--- src/rtl/dual_fwd_pkg.sv ---
package dual_fwd_pkg;

    localparam int SEL_W = 2;

    typedef enum logic [SEL_W-1:0] {
        SRC_REGFILE = 2'd0,
        SRC_MEM     = 2'd1,
        SRC_WB      = 2'd2
    } fwd_src_e;

endpackage

--- src/rtl/dual_fwd_operand.sv ---
module dual_fwd_operand
    import dual_fwd_pkg::*;
#(
    parameter int IDX_W = 5
) (
    input  logic [IDX_W-1:0] src_idx,
    input  logic [IDX_W-1:0] mem_dst,
    input  logic             mem_wr_en,
    input  logic [IDX_W-1:0] wb_dst,
    input  logic             wb_wr_en,
    output logic [SEL_W-1:0] sel
);

    localparam logic [IDX_W-1:0] ZERO_IDX = '0;

    logic     src_live;
    logic     mem_hit;
    logic     wb_hit;
    fwd_src_e choice;

    // register 0 is constant, so it never takes a forwarded value
    assign src_live = (src_idx != ZERO_IDX);
    assign mem_hit  = src_live && mem_wr_en && (mem_dst == src_idx);
    assign wb_hit   = src_live && wb_wr_en  && (wb_dst  == src_idx);

    // the younger producer (memory stage) takes precedence
    always_comb begin
        unique case ({mem_hit, wb_hit})
            2'b10, 2'b11: choice = SRC_MEM;
            2'b01:        choice = SRC_WB;
            default:      choice = SRC_REGFILE;
        endcase
    end

    assign sel = choice;

endmodule

--- src/rtl/dual_fwd_stage.sv ---
module dual_fwd_stage
    import dual_fwd_pkg::*;
#(
    parameter int IDX_W   = 5,
    parameter int NUM_SRC = 2
) (
    input  logic [NUM_SRC-1:0][IDX_W-1:0] src_idx,
    input  logic [IDX_W-1:0]              mem_dst,
    input  logic                          mem_wr_en,
    input  logic [IDX_W-1:0]              wb_dst,
    input  logic                          wb_wr_en,
    output logic [NUM_SRC-1:0][SEL_W-1:0] sel
);

    for (genvar op = 0; op < NUM_SRC; op++) begin : g_operand
        dual_fwd_operand #(
            .IDX_W (IDX_W)
        ) u_operand (
            .src_idx   (src_idx[op]),
            .mem_dst   (mem_dst),
            .mem_wr_en (mem_wr_en),
            .wb_dst    (wb_dst),
            .wb_wr_en  (wb_wr_en),
            .sel       (sel[op])
        );
    end

endmodule

--- src/rtl/dual_fwd_unit.sv ---
module dual_fwd_unit
    import dual_fwd_pkg::*;
#(
    parameter int IDX_W = 5
) (
    input  logic [IDX_W-1:0] ex_src_a,
    input  logic [IDX_W-1:0] ex_src_b,
    input  logic [IDX_W-1:0] id_src_a,
    input  logic [IDX_W-1:0] id_src_b,
    input  logic [IDX_W-1:0] mem_dst,
    input  logic             mem_wr_en,
    input  logic [IDX_W-1:0] wb_dst,
    input  logic             wb_wr_en,
    output logic [1:0]       ex_sel_a,
    output logic [1:0]       ex_sel_b,
    output logic [1:0]       id_sel_a,
    output logic [1:0]       id_sel_b
);

    localparam int OPS_PER_STAGE = 2;

    logic [OPS_PER_STAGE-1:0][IDX_W-1:0] ex_src;
    logic [OPS_PER_STAGE-1:0][IDX_W-1:0] id_src;
    logic [OPS_PER_STAGE-1:0][SEL_W-1:0] ex_sel;
    logic [OPS_PER_STAGE-1:0][SEL_W-1:0] id_sel;

    assign ex_src = {ex_src_b, ex_src_a};
    assign id_src = {id_src_b, id_src_a};

    // execute-stage path: ALU operands
    dual_fwd_stage #(
        .IDX_W   (IDX_W),
        .NUM_SRC (OPS_PER_STAGE)
    ) u_ex_path (
        .src_idx   (ex_src),
        .mem_dst   (mem_dst),
        .mem_wr_en (mem_wr_en),
        .wb_dst    (wb_dst),
        .wb_wr_en  (wb_wr_en),
        .sel       (ex_sel)
    );

    // decode-stage path: early branch comparator operands
    dual_fwd_stage #(
        .IDX_W   (IDX_W),
        .NUM_SRC (OPS_PER_STAGE)
    ) u_id_path (
        .src_idx   (id_src),
        .mem_dst   (mem_dst),
        .mem_wr_en (mem_wr_en),
        .wb_dst    (wb_dst),
        .wb_wr_en  (wb_wr_en),
        .sel       (id_sel)
    );

    assign ex_sel_a = ex_sel[0];
    assign ex_sel_b = ex_sel[1];
    assign id_sel_a = id_sel[0];
    assign id_sel_b = id_sel[1];

endmodule

--- config.mk ---
export PLATFORM = sky130hd
export DESIGN_NAME = dual_fwd_unit
export DESIGN_NICKNAME = d
export VERILOG_FILES = /design/src/rtl/dual_fwd_pkg.sv /design/src/rtl/dual_fwd_operand.sv /design/src/rtl/dual_fwd_stage.sv /design/src/rtl/dual_fwd_unit.sv
export SDC_FILE = /design/constraint.sdc
export NUM_CORES = 1
export LEC_CHECK = 0
export ABC_AREA = 1
export CAP_MARGIN = 20
export CORE_MARGIN = 4
export CORE_UTILIZATION = 61
export DETAILED_ROUTE_END_ITERATION = 6
export DONT_BUFFER_PORTS = 1
export MAX_ROUTING_LAYER = met4
export PLACE_DENSITY = 0.8
export SYNTH_ARGS = -nofsm -noshare
export SYNTH_HDL_FRONTEND = slang
export SYNTH_SLANG_ARGS = --single-unit
--- constraint.sdc ---
create_clock -name vclk -period 0.8
set_input_delay 0 -clock vclk [all_inputs]
set_output_delay 0 -clock vclk [all_outputs]
set_load 0.03 [all_outputs]
# == Word level (Yosys, flattened, before mapping) ==
# Index checks and enable logic that the tools add are counted.
# W data, S select, Z words.
# totals
reg_bits,0
input_bits,32
out_inout_bits,8
# classes
reduce_logical,24
eq_ne,20
mux,4
# ops
operator,count
$eq A5 B5 Y1,8
$reduce_bool A5 Y1,4
$eq A2 B2 Y1 const B,8
$logic_and A1 B1 Y1,16
$pmux W2 S2,4
$eq A2 B1 Y1 const B,4
$reduce_or A2 Y1,4

# == Logic depth before layout (Yosys ltp) ==
# Gate-level depths: netlist of the first run.
# depth
ltp_word,6
mapped_depth,8

# == Modules after synthesis ==
# Synthesis of the first run repeated with hierarchy kept, for this count alone.
# unflattened
cells_unflattened,248
area_unflattened_um2,1001.0
# by_module_without_submodules
module,cells_per_inst,area_per_inst_um2,instances
dual_fwd_operand,62,250.2,4

# == Worst setup path before layout of the first run ==
# No wires, ideal clock.
# synth_timing
path_type,input to output
start,in mem_dst[1]
end,out id_sel_a[1]
cell_stages,7
arrival_ps,913
path_slack_ps,-113
required_time_ps,800
path_buffers,1
cell_sequence,buf_4 -> nand2_1 -> nand2_1 -> nor2_1 -> nand2_1 -> nor2_2 -> nor2_1
# synth_between
elab_chain_cells,5
word_cells_on_any_way,7
classes_between,4 x eq/ne; 1 x mux; 2 x reduce/logical
# synth_rtl
item,line,text
"start, declared",dual_fwd_unit.sv:10,"input logic [IDX_W-1:0] mem_dst,"
$eq A5 B5 Y1 (*),dual_fwd_operand.sv:23,assign mem_hit = src_live && mem_wr_en && (mem_dst == src_idx);
$logic_and A1 B1 Y1 (*),dual_fwd_operand.sv:23,
$eq A2 B2 Y1,dual_fwd_operand.sv:28,"unique case ({mem_hit, wb_hit})"
$reduce_or A2 Y1,dual_fwd_operand.sv:28,
$pmux W2 S2 (*),dual_fwd_operand.sv:28,
"end, declared",dual_fwd_unit.sv:16,"output logic [1:0] id_sel_a,"
# Mark *: on every way between the ends. The rest lies on a longest branch, timed or not.

# == Worst setup path in the final report of the first run ==
# layout_timing
start,in mem_dst[2]
end,out id_sel_a[1]
# Same word-level chain as after synthesis.

==> results.txt, run 1 <==
----------------------------------------------------
[Synth]
  Synthesized area ... roughly 840 um^2
  Fraction of the yosys area taken by sequential cells ... 0%
  Yosys top cell by area ... nand2_1
  Most frequently used cell type in the post-synthesis netlist ... nand2_1
  Post-synth top area share ... between 50% and 60%
  Syn nets ... 248
  Netlist cell types ... 8
  Ys Warns ... 0
  Cell count after synthesis ... about 220
  Mean area per synthesized cell ... about 3.9 um^2
  Most instantiated cells after synthesis ... 124 x nand2_1, 36 x inv_1, 36 x nor2_1, 8 x nand3_1
  Most area-consuming cells after synthesis ... nand2_1 55%, inv_1 16%, nor2_1 16%

[Flow run]
  Maximum capacitance violations ... 0

[STA]
  Post-route minimum period ... approximately 720 ps
  Unrepaired setup endpoints after global routing ... yes
  Measured slew at the worst slew-check pin ... roughly 140 ps
  F_max ... about 1400 MHz
  Aggregate negative setup slack ... 0 ps
  Final setup viols ... 0
  Max-slew violation total from the final report ... 0
  Endpoints failing hold ... 0
  Final Cycle Share ... 90.2%
  Worst slew margin relative to its limit ... between 90% and 100%
  Min setup slack post-route ... 78.2 ps

[Finish]
  Count of non-filler cells in the finished layout ... between 200 and 250
  Post-Route Utilization ... 73.1%
  Layout cells sized above 1 ... a little under a tenth
  FFs & Latches ... 0
  Diodes inserted ... 0
  Area taken by flip-flops and latches ... 0 um^2
  Clock buffer instance count of the final layout ... 0
  Synthesis-to-finish area growth ... 13.3%
  Net count of the finished layout ... approximately 260

[Floorplan]
  Effective utilization at floorplan ... between 60 and 70%
  Die span in y ... between 40 and 50 um
  Die X-Extent ... 45.1 um
  Number of top-level pins ... 40
  Placeable core region ... around 1300 um^2
  Overall die area ... 2030 um^2
  Standard-cell row count ... 13

[Route]
  First-iteration detailed-routing DRC count ... 45
  Wire length per cell ... about 11 um
  DRC ... 0
  Number of nets still failing antenna checks after routing ... 0
  Post-DR vias/cell ... approximately 5.0
  Detailed-route wire length ... 2570 um
  Drt first pass iters ... 4
  Vias after detailed routing ... roughly 1200

[Global routing]
  Antenna violations before repair ... 0
  Vias in the first global route ... between 1000 and 1500
  Global route overflow ... 0
  Maximum number of pins on one net before global-route repair ... 9
  All-Layer GR Usage ... 27.8%
  Wire length of the first global-routing pass ... ~4300 um

[Critical path]
  Longest individual stage delay on the worst path ... between 150 and 200 ps
  Required time of the critical path ... approximately 800 ps
  Cell repeated most along the worst path ... nand2_1
  Critical Path Sink Type ... primary output
  Startpoint class of the critical path ... input pin
  Critical-path maximum fanout ... 5
  List of cells traversed by the critical path ... clkinvlp_4 -> nand2_1 -> nand2_1 -> nor2_1 -> nand2_1 -> nor2_4 -> nor2_2 -> buf_4
  Cell with the biggest individual delay on the critical path ... buf_4
  Worst Path Buf+Inv ... 2
  Data arrival, critical path ... around 720 ps
  Number of stages on the worst setup path ... 8
  Cell family with the largest share of critical-path delay ... simple AND/OR/NAND/NOR gates
  Worst Path Class, Setup ... input pin to primary output

[Worst hold path]
  Hold wc startpoint ... wb_dst[3]
  Worst hold path class ... input pin to primary output
  Instance count along the most critical hold path ... 6
  Worst-case hold path end point ... id_sel_b[1]

[Pwr]
  Static leakage ... ~0.00069 uW
  Power density of the placed cells ... between 300 and 400 nW/um^2
  Worst voltage drop across the vdd grid ... between 0.2 and 0.25 mV
  Total power draw ... between 300 and 400 uW

[Place]
  Placed Cells ... about 240
  Pre-CTS setup slack ... 104 ps
  Sum of net half-perimeters after detailed placement ... between 2000 and 2500 um
  Gp weighted congestion ... approximately 0.96
  Number of port buffers ... 0

[Outcome]
  Result of the run ... finished, final reports clean

[CTS]
  Post-CTS setup buffer count ... 0

----------------------------------------------------
[worst max path at each step]
stage,end,start
3_5_place_dp,id_sel_b[1],mem_dst[2]
5_1_grt,ex_sel_a[1],mem_dst[2]
6_report,id_sel_a[1],mem_dst[2]
2_1_floorplan,id_sel_a[1],mem_dst[1]
4_1_cts,id_sel_b[1],mem_dst[2]
3_3_place_gp,id_sel_b[1],id_src_b[4]
[logic make-up after synthesis]
logic type	Yosys count	share of synthesized area (%)
AND/OR/NAND/NOR	172	79.3
buffers and inverters	40	18.3
AO/OA/AOI/OAI	4	2.38
[layout by cell type (no fill, tap or decap), drive strengths merged]
master	count
inv	38
nor2	40
nand2	124
nand3	8
buf	8
clkinvlp	1
a21oi	4
[layer usage]
metal  global-route usage, %  vias up  routed length (um)
li1                        -      636                   -
met1                    33.1      497                 990
met2                    51.7       46                1320
met3                    3.19        0                 263
met4                    1.17        0                   0
met5                       -        -                   0
[through the flow]
stage / hold slack [ps] / instance area (um^2)
after floorplan: 238 / 870
after global placement: 368 / 941
after detailed placement: 377 / 941
after CTS: 377 / 941
after global routing: 392 / 951
final: 370 / 951
[layout make-up]
type / instances / area [um^2]
repair buffers: 8 / 63.8
fillers: 136 / 350
well taps: 15 / 18.8
inverters: 39 / 150
multi-input cells: 176 / 718
[timing repair]
| item | CTS | global route |
|---|---|---|
| setup endpoints to repair | 0 | 1 |
| resized for setup | 0 | 3 |
| endpoints found under the hold margin | 0 | 0 |
| hold buffers | 0 | 0 |
[where the power goes]
part	internal (uW)	switching, uW
clock	0	0
sequential	0	0
combinational	141	237
total	141	237
Note: power is estimated with default switching activity, not from simulation.
==> run 2: changes to the inputs <==
--- a/config.mk
+++ b/config.mk
@@ -12,7 +12,7 @@
 export DETAILED_ROUTE_END_ITERATION = 6
 export DONT_BUFFER_PORTS = 1
 export MAX_ROUTING_LAYER = met4
-export PLACE_DENSITY = 0.8
+export PLACE_DENSITY = 0.77
 export SYNTH_ARGS = -nofsm -noshare
 export SYNTH_HDL_FRONTEND = slang
 export SYNTH_SLANG_ARGS = --single-unit
==> constraint.sdc (replaced) <==
create_clock -name vclk -period 0.9
set_input_delay 0.045 -clock vclk [all_inputs]
set_output_delay 0.045 -clock vclk [all_outputs]
set_load 0.03 [all_outputs]
==> results.txt, run 2 (synthesis gave the netlist of run 1 again) <==
----------------------------------------------------
[Outcome]
  Result of the run ... finished, final reports clean

[Finish]
  Leading cell types in the layout, fill and taps excluded ... 124 x nand2_1, 36 x inv_1, 32 x nor2_1
  Clock buffer instance count of the final layout ... 0 (unchanged)
  Synthesis-to-finish area growth ... 10.9%
  Count of non-filler cells in the finished layout ... 236 (-0.84%)
  Leading cell type in the layout, fill and taps excluded ... nand2_1
  Area taken by multi-input logic gates ... 721 um^2 (+0.35%)
  Post-Route Utilization ... 71.5% (-1.5 points)
  Area taken by flip-flops and latches ... 0 um^2 (unchanged)
  FFs & Latches ... 0 (unchanged)
  Diodes inserted ... 0 (unchanged)
  Net count of the finished layout ... 255 (-0.78%)
  Count of fill cells added during filler insertion ... 134 (-1.5%)
  Layout cells sized above 1 ... 7.69% (-1.7 points)

[Floorplan]
  Number of top-level pins ... 40 (unchanged)
  Standard-cell row count ... 13 (unchanged)
  Effective utilization at floorplan ... 64.5% (unchanged)
  Placeable core region ... 1300 um^2 (unchanged)
  Die X-Extent ... 45.1 um (unchanged)
  Overall die area ... 2030 um^2 (unchanged)
  Die span in y ... 45.1 um (unchanged)

[Critical path]
  Worst Path Class, Setup ... input pin to primary output
  Critical Path Source ... mem_dst[2]
  Critical-path maximum fanout ... 5 (unchanged)
  Data arrival, critical path ... 750 ps (+30 ps)
  Startpoint class of the critical path ... input pin
  Required time of the critical path ... 850 ps (+50 ps)
  Critical Path Sink Type ... primary output

[Route]
  Post-DR vias/cell ... 4.94 (-0.35%)
  Vias after detailed routing ... 1165 (-1.2%)
  Drt first pass iters ... 4 (unchanged)
  Wire length per cell ... 10.3 um (-4.9%)
  DRC ... 0 (unchanged)
  Detailed-route wire length ... 2430 um (-5.7%)
  Number of nets still failing antenna checks after routing ... 0 (unchanged)
  First-iteration detailed-routing DRC count ... 34 (-24%)

[Global routing]
  Global route overflow ... 0 (unchanged)
  Maximum number of pins on one net before global-route repair ... 9 (unchanged)
  Wire length of the first global-routing pass ... 4020 um (-6.3%)
  All-Layer GR Usage ... 26.1% (-1.7 points)
  Antenna violations before repair ... 0 (unchanged)
  Vias in the first global route ... 1013 (-9.1%)

[Place]
  Sum of net half-perimeters after detailed placement ... 2140 um (-5.0%)
  Gp weighted congestion ... 0.896 (-6.9%)
  Pre-CTS setup slack ... 57.6 ps (-46.1 ps)
  Number of port buffers ... 0 (unchanged)
  Placed Cells ... 236 (-0.84%)

[STA]
  Aggregate negative setup slack ... 0 ps (unchanged)
  Final setup viols ... 0 (unchanged)
  F_max ... roughly 1300 MHz
  Worst slew margin relative to its limit ... 82.4% (-8.3 points)
  Unrepaired setup endpoints after global routing ... no
  Post-route minimum period ... 796 ps
  Max-slew violation total from the final report ... 0 (unchanged)
  Min setup slack post-route ... 104 ps (+25.8 ps)
  Endpoints failing hold ... 0 (unchanged)
  Final Cycle Share ... a little under 90%
  Measured slew at the worst slew-check pin ... 263 ps (+125 ps)

[Pwr]
  Power density of the placed cells ... 352 nW/um^2 (-12%)
  Worst voltage drop across the vdd grid ... 0.177 mV (-15%)
  Total power draw ... 327 uW (-13%)
  Static leakage ... 0.000680 uW (-0.88%)

[Worst hold path]
  Hold wc startpoint ... mem_wr_en
  Instance count along the most critical hold path ... 4 (-2)
  Worst hold path class ... input pin to primary output
  Worst-case hold path end point ... ex_sel_b[0]

[CTS]
  Cells resized by post-CTS repair ... 0 (unchanged)
  Hold-fix buffers, CTS ... 0 (unchanged)
  Post-CTS setup buffer count ... 0 (unchanged)

[Flow run]
  Maximum capacitance violations ... 0 (unchanged)

----------------------------------------------------
run 2: cell count changes in the layout (fill, tap and decap cells not counted):
| cell | previous run | this run |
|---|---|---|
| clkinvlp_4 | 1 | 0 |
| nor2_1 | 31 | 32 |
| nor2_2 | 5 | 3 |
| buf_6 | 1 | 0 |
| nor2_4 | 4 | 5 |
| buf_4 | 7 | 6 |
| inv_1 | 35 | 36 |
run 2: layout make-up:
type / instances / share of cell area (%)
multi-input combinational: 176 / 77.4
inverter: 39 / 15.7
timing repair buffer: 6 / 4.84
tap: 15 / 2.02
run 2: worst max-delay path by stage:
stage,to,slack [ps],cells past startpoint
4_1_cts,ex_sel_b[1],50,5
3_5_place_dp,ex_sel_b[1],60,7
2_1_floorplan,id_sel_a[1],40,8
5_1_grt,id_sel_a[1],10,8
3_3_place_gp,ex_sel_b[1],50,5
6_report,ex_sel_b[1],100,7
run 2: metrics by stage:
stage          area [um^2]  hold WS, ps
2_1_floorplan          870          328
3_3_place_gp           926          356
3_5_place_dp           926          364
4_1_cts                926          366
5_1_grt                931          394
6_report               931          365
run 2: report_power, final:
group	total (uW)	internal (uW)	switching, uW
clock network	0	0	0
logic	327	121	206
registers	0	0	0
total	327	121	206
run 2: per-layer routing:
| metal | GRT usage [%] | part of all wire [%] | vias to the layer above |
|---|---|---|---|
| li1 | - | - | 632 |
| met1 | 33.1 | 37 | 477 |
| met2 | 46.0 | 50 | 54 |
| met3 | 2.79 | 12 | 2 |
| met4 | 1.75 | 0.82 | 0 |
| met5 | - | 0 | - |
run 2: critical path, cell delays in order:
cell and delay, ps:
inv_1 50, nand2_1 60, nand2_1 50, nor2_1 90, nand2_1 90, nor2_4 230, nor2_4 110
